--- src/rtl/alu_pkg.sv ---
package alu_pkg;

  typedef enum logic [1:0] {
    OP_ADD = 2'd0,
    OP_SUB = 2'd1,
    OP_MUL = 2'd2,
    OP_DIV = 2'd3
  } opKind_e;

  // strobes from control to datapath
  typedef struct packed {
    logic subSel;    // issue-time: subtract instead of add
    logic pickFast;  // tail-time: fast stream owns the port
    logic pickMul;   // tail-time: fast result is a product
    logic pickSlow;  // tail-time: divide stream owns the port
    logic slowDone;  // tail-time: a divide completes (kept or not)
  } dpStrobe_t;

endpackage

--- src/rtl/alu_delay_line.sv ---
module alu_delay_line #(
  parameter int WIDTH = 8,
  parameter int DEPTH = 1
) (
  input  logic             clk,
  input  logic             rstN,
  input  logic [WIDTH-1:0] dIn,
  output logic [WIDTH-1:0] dOut
);

  for (genvar i = 0; i < DEPTH; i++) begin : g_stage
    logic [WIDTH-1:0] q;
    if (i == 0) begin : g_head
      always_ff @(posedge clk or negedge rstN) begin
        if (!rstN) q <= '0;
        else       q <= dIn;
      end
    end else begin : g_body
      always_ff @(posedge clk or negedge rstN) begin
        if (!rstN) q <= '0;
        else       q <= g_stage[i-1].q;
      end
    end
  end

  assign dOut = g_stage[DEPTH-1].q;

endmodule

--- src/rtl/alu_divider_pipe.sv ---
module alu_divider_pipe #(
  parameter int DATA_W = 16,
  parameter int DIV_LAT = 27
) (
  input  logic              clk,
  input  logic              rstN,
  input  logic [DATA_W-1:0] dividend,
  input  logic [DATA_W-1:0] divisor,
  output logic [DATA_W-1:0] quotTail,
  output logic              zeroTail
);

  localparam int STEPS = DATA_W;
  localparam int PAD   = DIV_LAT - 1 - STEPS;

  logic [DATA_W-1:0] remQ [STEPS];
  logic [DATA_W-1:0] quoQ [STEPS];
  logic [DATA_W-1:0] dsrQ [STEPS];
  logic              dzQ  [STEPS];

  logic [DATA_W-1:0] remNx [STEPS];
  logic [DATA_W-1:0] quoNx [STEPS];

  // one restoring step per stage
  always_comb begin
    for (int s = 0; s < STEPS; s++) begin
      logic [DATA_W-1:0] remIn;
      logic [DATA_W-1:0] quoIn;
      logic [DATA_W-1:0] dsrIn;
      logic [DATA_W:0]   trial;
      logic              take;
      remIn = (s == 0) ? '0 : remQ[(s == 0) ? 0 : s-1];
      quoIn = (s == 0) ? dividend : quoQ[(s == 0) ? 0 : s-1];
      dsrIn = (s == 0) ? divisor : dsrQ[(s == 0) ? 0 : s-1];
      trial = {remIn, quoIn[DATA_W-1]};
      take  = trial >= {1'b0, dsrIn};
      remNx[s] = take ? (trial[DATA_W-1:0] - dsrIn) : trial[DATA_W-1:0];
      quoNx[s] = {quoIn[DATA_W-2:0], take};
    end
  end

  always_ff @(posedge clk or negedge rstN) begin
    if (!rstN) begin
      for (int s = 0; s < STEPS; s++) begin
        remQ[s] <= '0;
        quoQ[s] <= '0;
        dsrQ[s] <= '0;
        dzQ[s]  <= 1'b0;
      end
    end else begin
      for (int s = 0; s < STEPS; s++) begin
        remQ[s] <= remNx[s];
        quoQ[s] <= quoNx[s];
        dsrQ[s] <= (s == 0) ? divisor : dsrQ[(s == 0) ? 0 : s-1];
        dzQ[s]  <= (s == 0) ? (divisor == '0) : dzQ[(s == 0) ? 0 : s-1];
      end
    end
  end

  // pad the divide stream up to its own fixed latency
  logic [DATA_W:0] padOut;

  alu_delay_line #(.WIDTH(DATA_W + 1), .DEPTH(PAD)) u_pad (
    .clk (clk),
    .rstN(rstN),
    .dIn ({quoQ[STEPS-1], dzQ[STEPS-1]}),
    .dOut(padOut)
  );

  assign quotTail = padOut[DATA_W:1];
  assign zeroTail = padOut[0];

endmodule

--- src/rtl/alu_datapath.sv ---
module alu_datapath
  import alu_pkg::*;
#(
  parameter int DATA_W = 16,
  parameter int ADD_LAT = 12,
  parameter int MUL_CORE_LAT = 5,
  parameter int DIV_LAT = 27
) (
  input  logic              clk,
  input  logic              rstN,
  input  logic [DATA_W-1:0] opA,
  input  logic [DATA_W-1:0] opB,
  input  dpStrobe_t         st,
  output logic [DATA_W-1:0] resData,
  output logic              divZeroErr
);

  localparam int FAST_DEPTH = ADD_LAT - 1;
  localparam int MUL_PAD    = ADD_LAT - MUL_CORE_LAT;

  // add/subtract path
  logic [DATA_W-1:0] addIn;
  logic [DATA_W-1:0] addTail;
  assign addIn = st.subSel ? (opA - opB) : (opA + opB);

  alu_delay_line #(.WIDTH(DATA_W), .DEPTH(FAST_DEPTH)) u_addPipe (
    .clk(clk), .rstN(rstN), .dIn(addIn), .dOut(addTail)
  );

  // multiply path: core stages, then padding to the adder latency
  logic [DATA_W-1:0] mulIn;
  logic [DATA_W-1:0] mulCore;
  logic [DATA_W-1:0] mulTail;
  assign mulIn = DATA_W'(opA * opB);

  alu_delay_line #(.WIDTH(DATA_W), .DEPTH(MUL_CORE_LAT - 1)) u_mulCore (
    .clk(clk), .rstN(rstN), .dIn(mulIn), .dOut(mulCore)
  );

  alu_delay_line #(.WIDTH(DATA_W), .DEPTH(MUL_PAD)) u_mulPad (
    .clk(clk), .rstN(rstN), .dIn(mulCore), .dOut(mulTail)
  );

  // divide path, unmatched latency
  logic [DATA_W-1:0] divTail;
  logic              dzTail;

  alu_divider_pipe #(.DATA_W(DATA_W), .DIV_LAT(DIV_LAT)) u_div (
    .clk     (clk),
    .rstN    (rstN),
    .dividend(opA),
    .divisor (opB),
    .quotTail(divTail),
    .zeroTail(dzTail)
  );

  // write-back merge register
  always_ff @(posedge clk or negedge rstN) begin
    if (!rstN) begin
      resData    <= '0;
      divZeroErr <= 1'b0;
    end else begin
      if (st.pickFast)      resData <= st.pickMul ? mulTail : addTail;
      else if (st.pickSlow) resData <= divTail;
      if (st.slowDone && dzTail) divZeroErr <= 1'b1;
    end
  end

endmodule

--- src/rtl/alu_control.sv ---
module alu_control
  import alu_pkg::*;
#(
  parameter int DEST_W = 6,
  parameter int ADD_LAT = 12,
  parameter int DIV_LAT = 27
) (
  input  logic              clk,
  input  logic              rstN,
  input  logic              issueValid,
  input  logic [1:0]        issueOp,
  input  logic [DEST_W-1:0] issueDest,
  output dpStrobe_t         st,
  output logic              resValid,
  output logic [DEST_W-1:0] resDest,
  output logic              collisionErr
);

  localparam int FAST_W = DEST_W + 2;
  localparam int SLOW_W = DEST_W + 1;

  opKind_e op;
  assign op = opKind_e'(issueOp);

  logic fastGo, divGo, isMul;
  assign fastGo = issueValid && (op != OP_DIV);
  assign divGo  = issueValid && (op == OP_DIV);
  assign isMul  = (op == OP_MUL);

  logic [FAST_W-1:0] fastTail;
  logic [SLOW_W-1:0] slowTail;

  alu_delay_line #(.WIDTH(FAST_W), .DEPTH(ADD_LAT - 1)) u_fastTag (
    .clk(clk), .rstN(rstN), .dIn({fastGo, isMul, issueDest}), .dOut(fastTail)
  );

  alu_delay_line #(.WIDTH(SLOW_W), .DEPTH(DIV_LAT - 1)) u_slowTag (
    .clk(clk), .rstN(rstN), .dIn({divGo, issueDest}), .dOut(slowTail)
  );

  logic              fastV, fastMul, slowV;
  logic [DEST_W-1:0] fastDest, slowDest;
  assign {fastV, fastMul, fastDest} = fastTail;
  assign {slowV, slowDest}          = slowTail;

  always_comb begin
    st.subSel   = (op == OP_SUB);
    st.pickFast = fastV;
    st.pickMul  = fastMul;
    st.pickSlow = slowV && !fastV;
    st.slowDone = slowV;
  end

  always_ff @(posedge clk or negedge rstN) begin
    if (!rstN) begin
      resValid     <= 1'b0;
      resDest      <= '0;
      collisionErr <= 1'b0;
    end else begin
      resValid     <= fastV || slowV;
      collisionErr <= fastV && slowV;
      if (fastV)      resDest <= fastDest;
      else if (slowV) resDest <= slowDest;
    end
  end

endmodule

--- src/rtl/shared_alu.sv ---
module shared_alu
  import alu_pkg::*;
#(
  parameter int DATA_W = 16,
  parameter int DEST_W = 6,
  parameter int ADD_LAT = 12,
  parameter int MUL_CORE_LAT = 5,
  parameter int DIV_LAT = 27
) (
  input  logic              clk,
  input  logic              rstN,
  input  logic              issueValid,
  input  logic [1:0]        issueOp,
  input  logic [DATA_W-1:0] opA,
  input  logic [DATA_W-1:0] opB,
  input  logic [DEST_W-1:0] issueDest,
  output logic              resValid,
  output logic [DATA_W-1:0] resData,
  output logic [DEST_W-1:0] resDest,
  output logic              collisionErr,
  output logic              divZeroErr
);

  dpStrobe_t st;

  alu_control #(.DEST_W(DEST_W), .ADD_LAT(ADD_LAT), .DIV_LAT(DIV_LAT)) u_ctrl (
    .clk         (clk),
    .rstN        (rstN),
    .issueValid  (issueValid),
    .issueOp     (issueOp),
    .issueDest   (issueDest),
    .st          (st),
    .resValid    (resValid),
    .resDest     (resDest),
    .collisionErr(collisionErr)
  );

  alu_datapath #(
    .DATA_W(DATA_W), .ADD_LAT(ADD_LAT),
    .MUL_CORE_LAT(MUL_CORE_LAT), .DIV_LAT(DIV_LAT)
  ) u_dp (
    .clk       (clk),
    .rstN      (rstN),
    .opA       (opA),
    .opB       (opB),
    .st        (st),
    .resData   (resData),
    .divZeroErr(divZeroErr)
  );

endmodule

--- config.mk ---
export PLATFORM = sky130hd
export DESIGN_NAME = shared_alu
export DESIGN_NICKNAME = d
export VERILOG_FILES = /design/src/rtl/alu_pkg.sv /design/src/rtl/alu_delay_line.sv /design/src/rtl/alu_divider_pipe.sv /design/src/rtl/alu_datapath.sv /design/src/rtl/alu_control.sv /design/src/rtl/shared_alu.sv
export SDC_FILE = /design/constraint.sdc
export NUM_CORES = 2
export LEC_CHECK = 0
export ABC_AREA = 1
export BUFFER_PORTS_ARGS = -buffer_cell sky130_fd_sc_hd__buf_2
export CORE_UTILIZATION = 30
export CTS_CLUSTER_DIAMETER = 120
export DETAILED_ROUTE_END_ITERATION = 6
export GPL_TIMING_DRIVEN = 1
export PLACE_DENSITY = 0.49
export SYNTH_ARGS = -nofsm -noshare
export SYNTH_HDL_FRONTEND = slang
export SYNTH_SLANG_ARGS = --single-unit
--- constraint.sdc ---
create_clock -name clk -period 3.9 [get_ports clk]
set_clock_uncertainty 0.15 [all_clocks]
set_input_delay 0.195 -clock clk [delete_from_list [all_inputs] [get_ports clk]]
set_output_delay 0.195 -clock clk [all_outputs]
set_load 0.1 [all_outputs]
==> qor.csv <==
stage,metric,value,unit
clocking,clk buf depth,3,
pwr,pwr dens,640,mW/mm2
timing,Fmax,239,MHz
route,WL final,118000,um
route,wire length per cell,14.4,um
place,dpl hpwl,86200,um
outcome,violated checks,negative setup slack,
route,routed vias/inst,4.17,
logic_synthesis,Ys Warns,0,
floorplanning,DIE WIDTH,445,um
logic_synthesis,Syn Inst Count,5143,
min_path,Hold WC Path Type,primary input to flop,
pwr,static leakage,0.0355,uW
global_routing,vias in the first global route,36800,
min_path,WHS Path Cells,5,
pwr,sw frac,29.7,%
logic_synthesis,Post-Syn Area,0.0589,mm2
logic_synthesis,Mean Syn Cell Area,11.5,um2
pwr,clock share of power,33.1,%
timing,Period minus WS final,4.19,ns
global_routing,antenna violations before repair,4,
layout,layout cells sized above 1,11.2,%
clocking,# clock sinks,1503,
critical_path,WP data arrival,4.70,ns
timing,# setup viols final,4,
clocking,CTS tree,yes,
critical_path,CP endpoint kind,flop,
timing,Fin. Hold Viols,0,
clocking,CTS Root Cell,clkbuf_16,
pwr,Comb pwr share,23.7,%
global_routing,Global Route Usage Sum,12.4,%
pwr,Int Pwr,31200,uW
logic_synthesis,Unique masters post-synth,57,
logic_synthesis,net count after synthesis,5590,
route,DR iter-0 viols,1955,
global_routing,first-pass GRT wire length,197000,um
clocking,H-tree Lvls,4,
clocking,Clock Latency Late Sink,0.76,ns
critical_path,Max stage delay on crit path,0.54,ns
critical_path,Startpoint Class,primary input,
critical_path,WP depth,26,
global_routing,largest net degree at the start of global routing,137,
layout,fin nets,5920,
logic_synthesis,Post-synth ARST share,100,%
outcome,status,"finished, violations left",
critical_path,CP max FO,4,
floorplanning,Die H,445,um
pwr,Seq pwr share,43.2,%
critical_path,critical path type,primary input to flop,
place,placer congestion estimate,0.861,
route,Via Count,34200,
floorplanning,Placeable Area,0.195,mm2
pwr,P_sw,13200,uW
route,DRC Markers,0,
pwr,maximum vdd drop,0.000437,V
critical_path,Critical Path RT,4.41,ns
global_routing,GRT overflow,0,
run,max-cap check violation count,0,
critical_path,Critical Path Slowest Stage Cell,fa_1,
critical_path,R2R depth,9,
clocking,Worst-path clk slew,0.07,ns
critical_path,Worst path top cell family by delay,adder cells,
critical_path,CP Buf/Inv Count,10,
timing,Worst-Margin Slew,1.01,ns
floorplanning,I/O Pins,68,
logic_synthesis,Main synth FF type,dfrtp_1,
floorplanning,Initial Util,30.2,%
floorplanning,die area,0.198,mm2
logic_synthesis,Seq cells post-synth,1503,
timing,Max Transition Viols Final,0,
layout,# diodes,0,
timing,PnR worst setup slack,-0.293,ns
timing,Sum Neg Setup Slack,-0.905,ns
timing,unrepaired setup endpoints after global routing,true,
place,pre-CTS setup slack,-1.38,ns
timing,Final Cycle Share,108,%
timing,slew margin rel.,32.5,%
logic_synthesis,"EDFF count, synth",0,
route,Pre-antenna DRT Iters,5,
clocking,CTS buffer count,152,
layout,FILL cells,19200,
layout,Syn-to-layout area delta,17.8,%
route,Antenna Nets Post-Route,0,
place,number of port buffers,67,
floorplanning,# rows,162,
logic_synthesis,post-synthesis sequential area ratio,63.8,%
[metrics by stage]
stage / hold slack [ns] / cell area [um2] / utilization, % / power [uW] / instances
floorplan: -0.251 / 59200 / - / 26400 / 5143
finish: 0.0212 / 69400 / 35.6 / 44400 / 8204
CTS: 0.000107 / 69200 / 35.5 / 44800 / 8197
global route: 0.0121 / 69400 / 35.6 / 47400 / 8204
detailed placement: 0.0717 / 63300 / 32.5 / 29600 / 7876
global placement: 0.0810 / 63300 / 32.5 / 29500 / 7876
[cell usage in the layout (no fill, tap or decap), drive strengths merged, types with 3 or more instances in the layout]
cell type and instances:
nand2 1110, clkinv 24, a41oi 8, o31ai 3
a21oi 195, a211oi 14, bufinv 11, nand3 339
clkinvlp 3, xnor2 70, nand3b 5, fa 95
inv 697, nor3 31, a31oi 27, a21o 29
clkbuf 221, nor3b 3, ha 309, o21bai 8
nor4 16, a311oi 7, xor2 149, dlygate4sd3 56
a21boi 13, o21a 11, o211ai 3, buf 199
o2111ai 6, nand4 15, nor2 242, dfrtp 1503
o21ai 150
[timing repair]
item | in CTS | in global routing
resized for setup | 39 | 52
setup buffers | 3 | 8
setup endpoints to repair | 5 | 6
hold endpoints to repair | 1300 | 0
pin swaps | 12 | 30
hold buffers | 57 | 0
[final cells by class]
cell class	instances	area, um2	area share (%)
Sequential cell	1503	37600	54.2
Multi-Input combinational cell	2866	18500	26.7
Clock buffer	218	4440	6.40
Tap cell	2624	3280	4.73
Inverter	692	2600	3.74
Timing Repair Buffer	258	2260	3.26
Clock inverter	43	719	1.04
[worst paths after layout]
kind,start,endpoint,slack [ns]
max,opB[5],u_dp.u_mulCore.g_stage[0].q[14],-0.29
max in group asynchronous,rstN,u_dp.u_div.remQ[23],2.71
min reg2reg,u_dp.u_addPipe.g_stage[0].q[13],u_dp.u_addPipe.g_stage[1].q[13],0.17
min in group asynchronous,rstN,u_dp.u_div.dsrQ[202],0.13
max reg2reg,u_dp.u_div.dsrQ[160],u_dp.u_div.remQ[154],1.25
min,opA[4],u_dp.u_addPipe.g_stage[0].q[4],0.02
[logic make-up (layout without fill, tap and decap cells)]
family	count (synthesis)	after routing	synth area share [%]
xor gates and xnor gates	219	219	3.26
adders and majority gates	404	404	9.79
buffers and inverters	774	1211	5.21
AOI/OAI and AO/OA	476	476	4.96
and+or+nand+nor	1767	1767	12.9
DFF	1503	1503	63.8
[power groups by stage]
stage | Sequential (uW) | Clock [uW] | Combinational [uW]
global placement | 19500 | 0 | 9930
detailed placement | 19500 | 0 | 10000
floorplan | 19400 | 0 | 6960
CTS | 19300 | 15200 | 10300
finish | 19200 | 14700 | 10500
global route | 19500 | 15900 | 12000
[sequential cells by signal, summed over array words and instances (netlist names), 17 cells and up]
signal and cells:
u_dp.u_mulCore.g_stage.q 48, u_dp.u_div.dsrQ 240, u_dp.u_div.quoNx 225, u_dp.u_div.quoQ 31, u_ctrl.u_fastTag.g_stage.q 74, u_dp.u_div.u_pad.dOut 17, u_dp.u_mulPad.g_stage.q 96, u_ctrl.u_slowTag.g_stage.q 115
u_dp.u_addPipe.g_stage.q 160, u_dp.u_div.remQ 240, u_dp.u_div.u_pad.g_stage.q 153
[worst register-to-register path, stage by stage, from the launching register on]
cell	delay, ns
dfrtp_1	0.38
ha_1	0.28
fa_1	0.44
o21ai_0	0.63
a21oi_1	0.21
nor2_1	0.14
nor2_1	0.06
xnor2_1	0.12
nand2_1	0.06
nand2_1	0.07
[synthesized netlist by cell type (3+ instances only)]
master	n	area (um2)
buf_2	33	165
nor2_1	239	897
clkbuf_1	31	116
o21ai_2	9	78.8
nand4_1	15	93.8
buf_6	13	146
nor3_4	3	48.8
o21ai_0	121	606
dfrtp_1	1503	37600
a211oi_4	12	240
nand2_2	44	275
nor3_1	27	135
o21ai_1	20	100
nand2_4	13	146
nand3b_1	5	37.5
inv_2	5	18.8
nand3_2	11	110
inv_1	685	2570
o211ai_1	3	22.5
a311oi_1	7	61.3
o21a_1	11	82.6
a21oi_1	195	976
o21bai_1	6	45.0
a31oi_1	27	169
nor4_2	11	138
o2111ai_1	5	43.8
a21boi_0	13	97.6
nand2_1	1052	3950
a41oi_1	8	70.1
a21o_1	29	218
xor2_1	149	1310
nor4_1	5	31.3
ha_1	309	3870
fa_1	95	1900
nand3_1	328	1640
xnor2_1	70	613
[layer usage]
layer	track usage (%)	up-vias	part of all wire, %
li1	-	16900	-
met1	16.6	16600	46
met2	20.1	506	47
met3	2.24	223	3.6
met4	4.37	4	3.1
met5	0	-	0.019
No activity file was read; power rests on OpenSTA's default activity.
